<file path="src/rtl/rxv_pkg.sv">
package rxv_pkg;
   // request word layout
   localparam int REQ_LEN_LSB  = 40;
   // completion word layout
   localparam int CMP_CNT_LSB  = 32;
   localparam int CMP_CNT_W    = 16;
   localparam int CMP_BUSY     = 31;
   localparam int CMP_DONE     = 30;
   localparam int CMP_MORE     = 29;
   localparam int CMP_FLG_LSB  = 23;
   localparam int FLAG_W       = 3;

   typedef enum logic [1:0] {
      ST_IDLE,
      ST_FETCH,
      ST_ISSUE,
      ST_WAIT
   } rxv_state_e;
endpackage

</file>
<file path="src/rtl/rxv_req_queue.sv">
module rxv_req_queue #(
   parameter int DEPTH = 4,
   parameter int IDXW  = 2,
   localparam int AW   = $clog2(DEPTH),
   localparam int CW   = $clog2(DEPTH + 1)
) (
   input  logic            clk,
   input  logic            rst_n,
   input  logic            push,
   input  logic [IDXW-1:0] push_idx,
   input  logic            pop,
   output logic [IDXW-1:0] head,
   output logic            empty
);
   logic [IDXW-1:0] mem [DEPTH];
   logic [AW-1:0]   rp, wp;
   logic [CW-1:0]   cnt;

   assign empty = (cnt == '0);
   assign head  = mem[rp];

   always_ff @(posedge clk) begin
      if (push) mem[wp] <= push_idx;
   end

   always_ff @(posedge clk or negedge rst_n) begin
      if (!rst_n) begin
         rp  <= '0;
         wp  <= '0;
         cnt <= '0;
      end else begin
         if (push) wp <= (wp == AW'(DEPTH - 1)) ? '0 : wp + AW'(1);
         if (pop)  rp <= (rp == AW'(DEPTH - 1)) ? '0 : rp + AW'(1);
         cnt <= cnt + CW'(push) - CW'(pop);
      end
   end
endmodule

</file>
<file path="src/rtl/rxv_slot_ring.sv">
module rxv_slot_ring #(
   parameter int SLOTS = 4,
   parameter int LENW  = 20,
   parameter int FLGW  = 3,
   localparam int SW   = $clog2(SLOTS),
   localparam int PW   = SW + 1
) (
   input  logic            clk,
   input  logic            rst_n,
   input  logic            push,
   input  logic [LENW-1:0] push_len,
   input  logic [FLGW-1:0] push_flags,
   input  logic            take,
   input  logic            fin,
   input  logic [SW-1:0]   fin_slot,
   output logic            next_avail,
   output logic [SW-1:0]   next_slot,
   output logic [LENW-1:0] next_len,
   output logic [FLGW-1:0] next_flags,
   output logic [PW-1:0]   used,
   output logic [PW-1:0]   live,
   output logic [SW-1:0]   tail_slot,
   output logic [SLOTS-1:0] done_vec
);
   logic [PW-1:0]   wr_p, tl_p, nx_p;
   logic [LENW-1:0] len_q [SLOTS];
   logic [FLGW-1:0] flg_q [SLOTS];
   logic            accept, adv;

   assign used       = wr_p - tl_p;
   assign accept     = push && (used != PW'(SLOTS));
   assign tail_slot  = tl_p[SW-1:0];
   assign adv        = (used != '0) && done_vec[tail_slot];
   assign next_avail = (nx_p != wr_p);
   assign next_slot  = nx_p[SW-1:0];
   assign next_len   = len_q[next_slot];
   assign next_flags = flg_q[next_slot];

   always_ff @(posedge clk) begin
      if (accept) begin
         len_q[wr_p[SW-1:0]] <= push_len;
         flg_q[wr_p[SW-1:0]] <= push_flags;
      end
   end

   always_ff @(posedge clk or negedge rst_n) begin
      if (!rst_n) begin
         wr_p <= '0;
         tl_p <= '0;
         nx_p <= '0;
         live <= '0;
      end else begin
         if (accept) wr_p <= wr_p + PW'(1);
         if (take)   nx_p <= nx_p + PW'(1);
         if (adv)    tl_p <= tl_p + PW'(1);
         live <= live + PW'(accept) - PW'(fin);
      end
   end

   // one finished marker per slot; cleared as the tail walks past it
   for (genvar i = 0; i < SLOTS; i++) begin : g_done
      always_ff @(posedge clk or negedge rst_n) begin
         if (!rst_n)
            done_vec[i] <= 1'b0;
         else
            done_vec[i] <= (done_vec[i] && !(adv && tail_slot == SW'(i)))
                           || (fin && fin_slot == SW'(i));
      end
   end
endmodule

</file>
<file path="src/rtl/rxv_copy_ctrl.sv">
module rxv_copy_ctrl
   import rxv_pkg::*;
#(
   parameter int NCTX  = 4,
   parameter int SLOTS = 4,
   parameter int LENW  = 20,
   parameter int ADDRW = 40,
   localparam int IDXW = $clog2(NCTX),
   localparam int SW   = $clog2(SLOTS),
   localparam int PW   = SW + 1
) (
   input  logic             clk,
   input  logic             rst_n,
   input  logic             rx_en,
   input  logic             req_valid,
   input  logic [IDXW-1:0]  req_ctx,
   input  logic [63:0]      req_word,
   output logic             req_err,
   input  logic             pkt_push,
   input  logic [LENW-1:0]  pkt_len,
   input  logic [2:0]       pkt_flags,
   output logic             dma_start,
   output logic [ADDRW-1:0] dma_addr,
   output logic [LENW-1:0]  dma_len,
   output logic [LENW-1:0]  dma_offset,
   output logic [SW-1:0]    dma_slot,
   input  logic             dma_done,
   input  logic [IDXW-1:0]  rd_ctx,
   output logic [63:0]      rd_done,
   output logic             irq_dma,
   output logic             irq_empty,
   output logic [PW-1:0]    slots_used
);
   initial begin
      assert (NCTX >= 2) else $error("NCTX must be at least 2");
      assert (SLOTS >= 2 && (SLOTS & (SLOTS - 1)) == 0) else $error("SLOTS must be a power of two");
      assert (LENW >= 1 && LENW <= 20) else $error("LENW out of range");
      assert (ADDRW >= 1 && ADDRW <= REQ_LEN_LSB) else $error("ADDRW out of range");
   end

   // per-interface context
   logic [NCTX-1:0]   c_busy, c_has, c_cmpl, c_more;
   logic [SW-1:0]     c_slot [NCTX];
   logic [LENW-1:0]   c_off  [NCTX];
   logic [LENW-1:0]   c_rem  [NCTX];
   logic [LENW-1:0]   c_rlen [NCTX];
   logic [LENW-1:0]   c_clen [NCTX];
   logic [FLAG_W-1:0] c_flg  [NCTX];
   logic [FLAG_W-1:0] c_cflg [NCTX];
   logic [ADDRW-1:0]  c_addr [NCTX];

   rxv_state_e        st;
   logic [IDXW-1:0]   h;
   logic              q_empty, accept_req, take_w, fin_w, pop_w;
   logic [LENW-1:0]   cur_len, cut_w;
   logic              nx_avail;
   logic [SW-1:0]     nx_slot, ring_tail;
   logic [LENW-1:0]   nx_len;
   logic [FLAG_W-1:0] nx_flg;
   logic [PW-1:0]     live;
   logic [SLOTS-1:0]  ring_done;
   logic              req_unused;

   assign req_unused = &{1'b0, req_word};
   assign accept_req = req_valid && !c_busy[req_ctx];
   assign take_w     = (st == ST_FETCH) && !c_has[h] && nx_avail;
   assign pop_w      = (st == ST_WAIT) && dma_done;
   assign fin_w      = pop_w && (c_rem[h] == cur_len);
   assign cut_w      = (c_rlen[h] < c_rem[h]) ? c_rlen[h] : c_rem[h];

   rxv_req_queue #(.DEPTH(NCTX), .IDXW(IDXW)) u_queue (
      .clk(clk), .rst_n(rst_n), .push(accept_req), .push_idx(req_ctx),
      .pop(pop_w), .head(h), .empty(q_empty)
   );

   rxv_slot_ring #(.SLOTS(SLOTS), .LENW(LENW), .FLGW(FLAG_W)) u_ring (
      .clk(clk), .rst_n(rst_n), .push(pkt_push), .push_len(pkt_len),
      .push_flags(pkt_flags), .take(take_w), .fin(fin_w), .fin_slot(c_slot[h]),
      .next_avail(nx_avail), .next_slot(nx_slot), .next_len(nx_len),
      .next_flags(nx_flg), .used(slots_used), .live(live),
      .tail_slot(ring_tail), .done_vec(ring_done)
   );

   assign dma_start  = (st == ST_ISSUE);
   assign dma_addr   = c_addr[h];
   assign dma_len    = cut_w;
   assign dma_offset = c_off[h];
   assign dma_slot   = c_slot[h];

   // sequencer
   always_ff @(posedge clk or negedge rst_n) begin
      if (!rst_n) begin
         st        <= ST_IDLE;
         cur_len   <= '0;
         irq_dma   <= 1'b0;
         irq_empty <= 1'b0;
         req_err   <= 1'b0;
      end else begin
         irq_dma   <= 1'b0;
         irq_empty <= 1'b0;
         req_err   <= req_valid && c_busy[req_ctx];
         unique case (st)
            ST_IDLE:  if (rx_en && !q_empty) st <= ST_FETCH;
            ST_FETCH: if (c_has[h] || nx_avail) st <= ST_ISSUE;
            ST_ISSUE: begin
               cur_len <= cut_w;
               st      <= ST_WAIT;
            end
            ST_WAIT: if (dma_done) begin
               st        <= ST_IDLE;
               irq_dma   <= 1'b1;
               irq_empty <= ((fin_w ? live - PW'(1) : live) == '0);
            end
            default: st <= ST_IDLE;
         endcase
      end
   end

   // context file
   always_ff @(posedge clk or negedge rst_n) begin
      if (!rst_n) begin
         c_busy <= '0;
         c_has  <= '0;
         c_cmpl <= '0;
         c_more <= '0;
         for (int i = 0; i < NCTX; i++) begin
            c_slot[i] <= '0;
            c_off[i]  <= '0;
            c_rem[i]  <= '0;
            c_rlen[i] <= '0;
            c_clen[i] <= '0;
            c_flg[i]  <= '0;
            c_cflg[i] <= '0;
            c_addr[i] <= '0;
         end
      end else begin
         if (accept_req) begin
            c_busy[req_ctx] <= 1'b1;
            c_cmpl[req_ctx] <= 1'b0;
            c_more[req_ctx] <= 1'b0;
            c_clen[req_ctx] <= '0;
            c_cflg[req_ctx] <= '0;
            c_addr[req_ctx] <= req_word[ADDRW-1:0];
            c_rlen[req_ctx] <= req_word[REQ_LEN_LSB +: LENW];
         end
         if (take_w) begin
            c_has[h]  <= 1'b1;
            c_slot[h] <= nx_slot;
            c_off[h]  <= '0;
            c_rem[h]  <= nx_len;
            c_flg[h]  <= nx_flg;
         end
         if (pop_w) begin
            c_busy[h] <= 1'b0;
            c_cmpl[h] <= 1'b1;
            c_clen[h] <= cur_len;
            c_cflg[h] <= c_flg[h];
            if (fin_w) begin
               c_has[h] <= 1'b0;
            end else begin
               c_more[h] <= 1'b1;
               c_rem[h]  <= c_rem[h] - cur_len;
               c_off[h]  <= c_off[h] + cur_len;
            end
         end
      end
   end

   // completion word view
   always_comb begin
      rd_done = '0;
      rd_done[CMP_CNT_LSB +: CMP_CNT_W] = CMP_CNT_W'(live);
      rd_done[CMP_BUSY]                 = c_busy[rd_ctx];
      rd_done[CMP_DONE]                 = c_cmpl[rd_ctx];
      rd_done[CMP_MORE]                 = c_more[rd_ctx];
      rd_done[CMP_FLG_LSB +: FLAG_W]    = c_cflg[rd_ctx];
      rd_done[LENW-1:0]                 = c_clen[rd_ctx];
   end
endmodule

</file>
<file path="config.mk">
export PLATFORM = sky130hd
export DESIGN_NAME = rxv_copy_ctrl
export DESIGN_NICKNAME = d
export VERILOG_FILES = /design/src/rtl/rxv_pkg.sv /design/src/rtl/rxv_req_queue.sv /design/src/rtl/rxv_slot_ring.sv /design/src/rtl/rxv_copy_ctrl.sv
export SDC_FILE = /design/constraint.sdc
export NUM_CORES = 2
export LEC_CHECK = 0
export BUFFER_PORTS_ARGS = -buffer_cell sky130_fd_sc_hd__buf_2
export CAP_MARGIN = 20
export CORE_UTILIZATION = 31
export CTS_CLUSTER_DIAMETER = 30
export DETAILED_ROUTE_END_ITERATION = 10
export PLACE_DENSITY_LB_ADDON = 0.25
export SYNTH_ARGS = -nofsm -noshare
export SYNTH_HDL_FRONTEND = slang
export SYNTH_SLANG_ARGS = --single-unit
</file>
<file path="constraint.sdc">
create_clock -name clk -period 4.5 [get_ports clk]
set_clock_uncertainty 0.2 [all_clocks]
set_input_delay 0.45 -clock clk [delete_from_list [all_inputs] [get_ports clk]]
set_output_delay 0.45 -clock clk [all_outputs]
set_load 0.05 [all_outputs]
</file>
==> impl_metrics.env <==
export IMPL_grt_max_degree=113
export IMPL_cts_root_buf="clkbuf_16"
export IMPL_cts_buffers=171
export IMPL_grt_setup_unrepaired="true"
export IMPL_crit_buf_inv=6
export IMPL_outcome="complete, but fails checks"
export IMPL_wl_um=104000
export IMPL_async_reset_ff_share_pct=85.2
export IMPL_yosys_top_cells_count="576 x dfrtp_1, 332 x mux2_2, 226 x nand2_1"
export IMPL_drt_iter0_drc=1660
export IMPL_synthCells=2508
export IMPL_min_to="st[0]"
export IMPL_r2r_cells=22
export IMPL_clock_sinks=676
export IMPL_cp_data_arrival_time_ps=4790
export IMPL_crit_fanout=7
export IMPL_r2r_start="u_queue.rp[0]"
export IMPL_yosysTopAreaCell="dfrtp_1"
export IMPL_fmax_mhz=184
export IMPL_grt_first_pass_wirelength_um=158000
export IMPL_finalSetupTns_ps=-88560
export IMPL_critPathTopFamily="multiplexers"
export IMPL_clkTransAtPathRegs_ps=40
export IMPL_fin_crit_ps=5440
export IMPL_slowest_delay_ps=710
export IMPL_yosysMostFrequentCell="dfrtp_1"
export IMPL_timing_reg2reg_setup_slack_ps=-540
export IMPL_drc_errors=0
export IMPL_synthFlopType="dfrtp_1"
export IMPL_fin_ws_ps=-937
export IMPL_wl_per_cell_um=22.3
export IMPL_grtUsageTotal_pct=19.5
export IMPL_violations="negative setup slack"
export IMPL_synth_top_area_share_pct=44.1
export IMPL_hold_start="rx_en"
export IMPL_cts_tree="yes"
export IMPL_area_delta_synth_final_pct=41.4
export IMPL_post_route_period_util_pct=121
export IMPL_nNetsFinal=3302
export IMPL_die_y_um=327
export IMPL_via_per_inst=5.08
export IMPL_synth_edf_count=100
export IMPL_setup_viol=196
export IMPL_avgSynthCellArea_um2=13.0
export IMPL_max_slew_margin_rel_pct=33.8
export IMPL_cp_start_kind="flip-flop"
export IMPL_hp_class="input port to flip-flop"
export IMPL_ys_warn_count=0
export IMPL_worstPathRequired_ps=3850
export IMPL_grt_pass1_vias=25600
export IMPL_hpwl_um=68600
export IMPL_cp_end_kind="output port"
export IMPL_grt_ovfl_total=0
export IMPL_vias=23600
export IMPL_timing_rr_end="c_off[10]"
export IMPL_gp_congestion=0.922
export IMPL_die_area_um2=107000
export IMPL_io_pins=250
export IMPL_fin_util_pct=44.5
export IMPL_insertion_delay_ps=750
export IMPL_antenna_found_initial=9
export IMPL_rows=118
export IMPL_drt_first_pass_iters=6
export IMPL_crit_slowest_cell="mux4_4"
export IMPL_htreeDepth=4
export IMPL_dieWidth_um=327
export IMPL_core_area_um2=104000
export IMPL_drive_gt1_share_pct=44.5
export IMPL_postRouteAntennaNets=0
export IMPL_worstPathCellList="mux4_4 -> buf_12 -> buf_12 -> buf_8 -> mux4_2 -> ha_4 -> nand4_1 -> nor4_4 -> nand2_1 -> o221a_4 -> buf_12 -> buf_12 -> mux2_4 -> buf_12"
export IMPL_synth_cell_type_count=74
export IMPL_drv_slew=0
export IMPL_max_cap_viol_count=0
export IMPL_holdPathStages=5
export IMPL_critPathKind="flip-flop to output port"
export IMPL_hold_violations=0
export IMPL_synthesis_area_um2=32700
export IMPL_clockBufferDepth=3
export IMPL_dp_slack_ps=-382
export IMPL_yosysSeqAreaShare_pct=53.3
export IMPL_synth_area_leaders="dfrtp_1 44%, mux2_2 11%, mux4_2 10%"
export IMPL_synth_seq_cells=676
export IMPL_start_util_pct=31.4
export IMPL_io_buffer_count=210
export IMPL_worst_slew_pin_slew_ps=993
export IMPL_crit_top_cell="buf_12"
[tightest hold or removal path: cells and delay by family]
family | cells | cell delay [ps]
compound gates | 4 | 440
buf+inv | 1 | 110
[logic make-up (layout without fill, tap and decap cells)]
logic type                 after synthesis  count (layout)  synth area share, %
AOI/OAI and AO/OA                      390             390                 6.95
muxes                                  547             547                 24.2
adders and majority gates               87              87                 3.45
and+or+nand+nor                        491             491                 6.98
xor gates and xnor gates                45              45                 1.21
other                                    1              43               0.0115
buffers and inverters                  271             994                 3.94
DFF                                    676             676                 53.3
[sequential cells by signal (all words and copies together) (netlist names), 8 cells and up]
register      cells
u_ring.flg_q     12
u_ring.len_q     80
c_rem            80
c_off            80
cur_len          20
c_addr          160
c_clen           80
c_slot            8
c_flg            12
c_cflg           12
u_queue.mem       8
c_rlen           80
[area by class of cell]
class / count / area, um^2
well taps: 1380 / 1730
flip-flops and latches: 676 / 17400
fillers: 9292 / 57700
diodes: 8 / 20.0
inverters: 82 / 313
multi-input cells: 1595 / 15000
repair buffers: 592 / 5420
clock inverters: 113 / 1680
clock buffers: 207 / 4610
[layout by cell type (no fill, tap or decap), drive strengths merged, types with 16 or more instances in the layout]
master,synthesis,routed
edfxtp,100,100
xnor2,25,25
clkbuf,63,208
conb,1,35
a21o,18,18
nand2,228,228
xor2,20,20
dfrtp,576,576
bufinv,0,31
nor3,18,18
buf,126,501
nor2,48,48
o22ai,60,60
clkinvlp,0,22
mux4,151,151
o21ai,206,206
inv,81,95
mux2,357,357
ha,82,82
mux2i,39,39
and2,16,16
dlygate4sd3,0,89
clkinv,1,47
nand3,113,113
a21oi,39,39
[what timing repair did]
item,CTS,global route
gates resized for setup,201,119
gates cloned,13,1
setup endpoints to repair,147,205
pin swaps,32,14
setup buffers,61,14
hold buffers,89,0
hold endpoints to repair,447,0
[metal layers]
layer	global-route usage, %	vias up	share of wire, %
met5	0	-	0
met4	7.88	0	3.0
met3	4.48	193	6.1
met2	31.7	749	49
met1	25.2	12200	42
li1	-	10500	-
[through the flow]
step                      cell area (um^2)  hold slack [ps]  cells
after floorplan                      32900            -45.6   2542
after global placement               36900              250   4154
after detailed placement             36900              258   4154
after CTS                            45700             75.9   4634
after global routing                 46200              159   4650
final                                46200              104   4653
[worst max path at each step]
| stage | cells past startpoint | start | slack [ps] | endpoint |
|---|---|---|---|---|
| 6_report | 14 | u_queue.rp[0] | -940 | dma_len[11] |
| 5_1_grt | 14 | u_queue.mem[3][0] | -1020 | dma_len[13] |
| 4_1_cts | 14 | u_queue.mem[3][0] | -900 | dma_len[16] |
| 3_5_place_dp | 12 | u_queue.rp[0] | -380 | c_rem[19] |
| 3_3_place_gp | 14 | u_queue.rp[0] | -310 | c_off[19] |
| 2_1_floorplan | 15 | u_queue.rp[0] | 10 | c_off[18] |
Power is not shown: default switching activity piles up to over one toggle a cycle in this logic, so the estimate is an artifact.
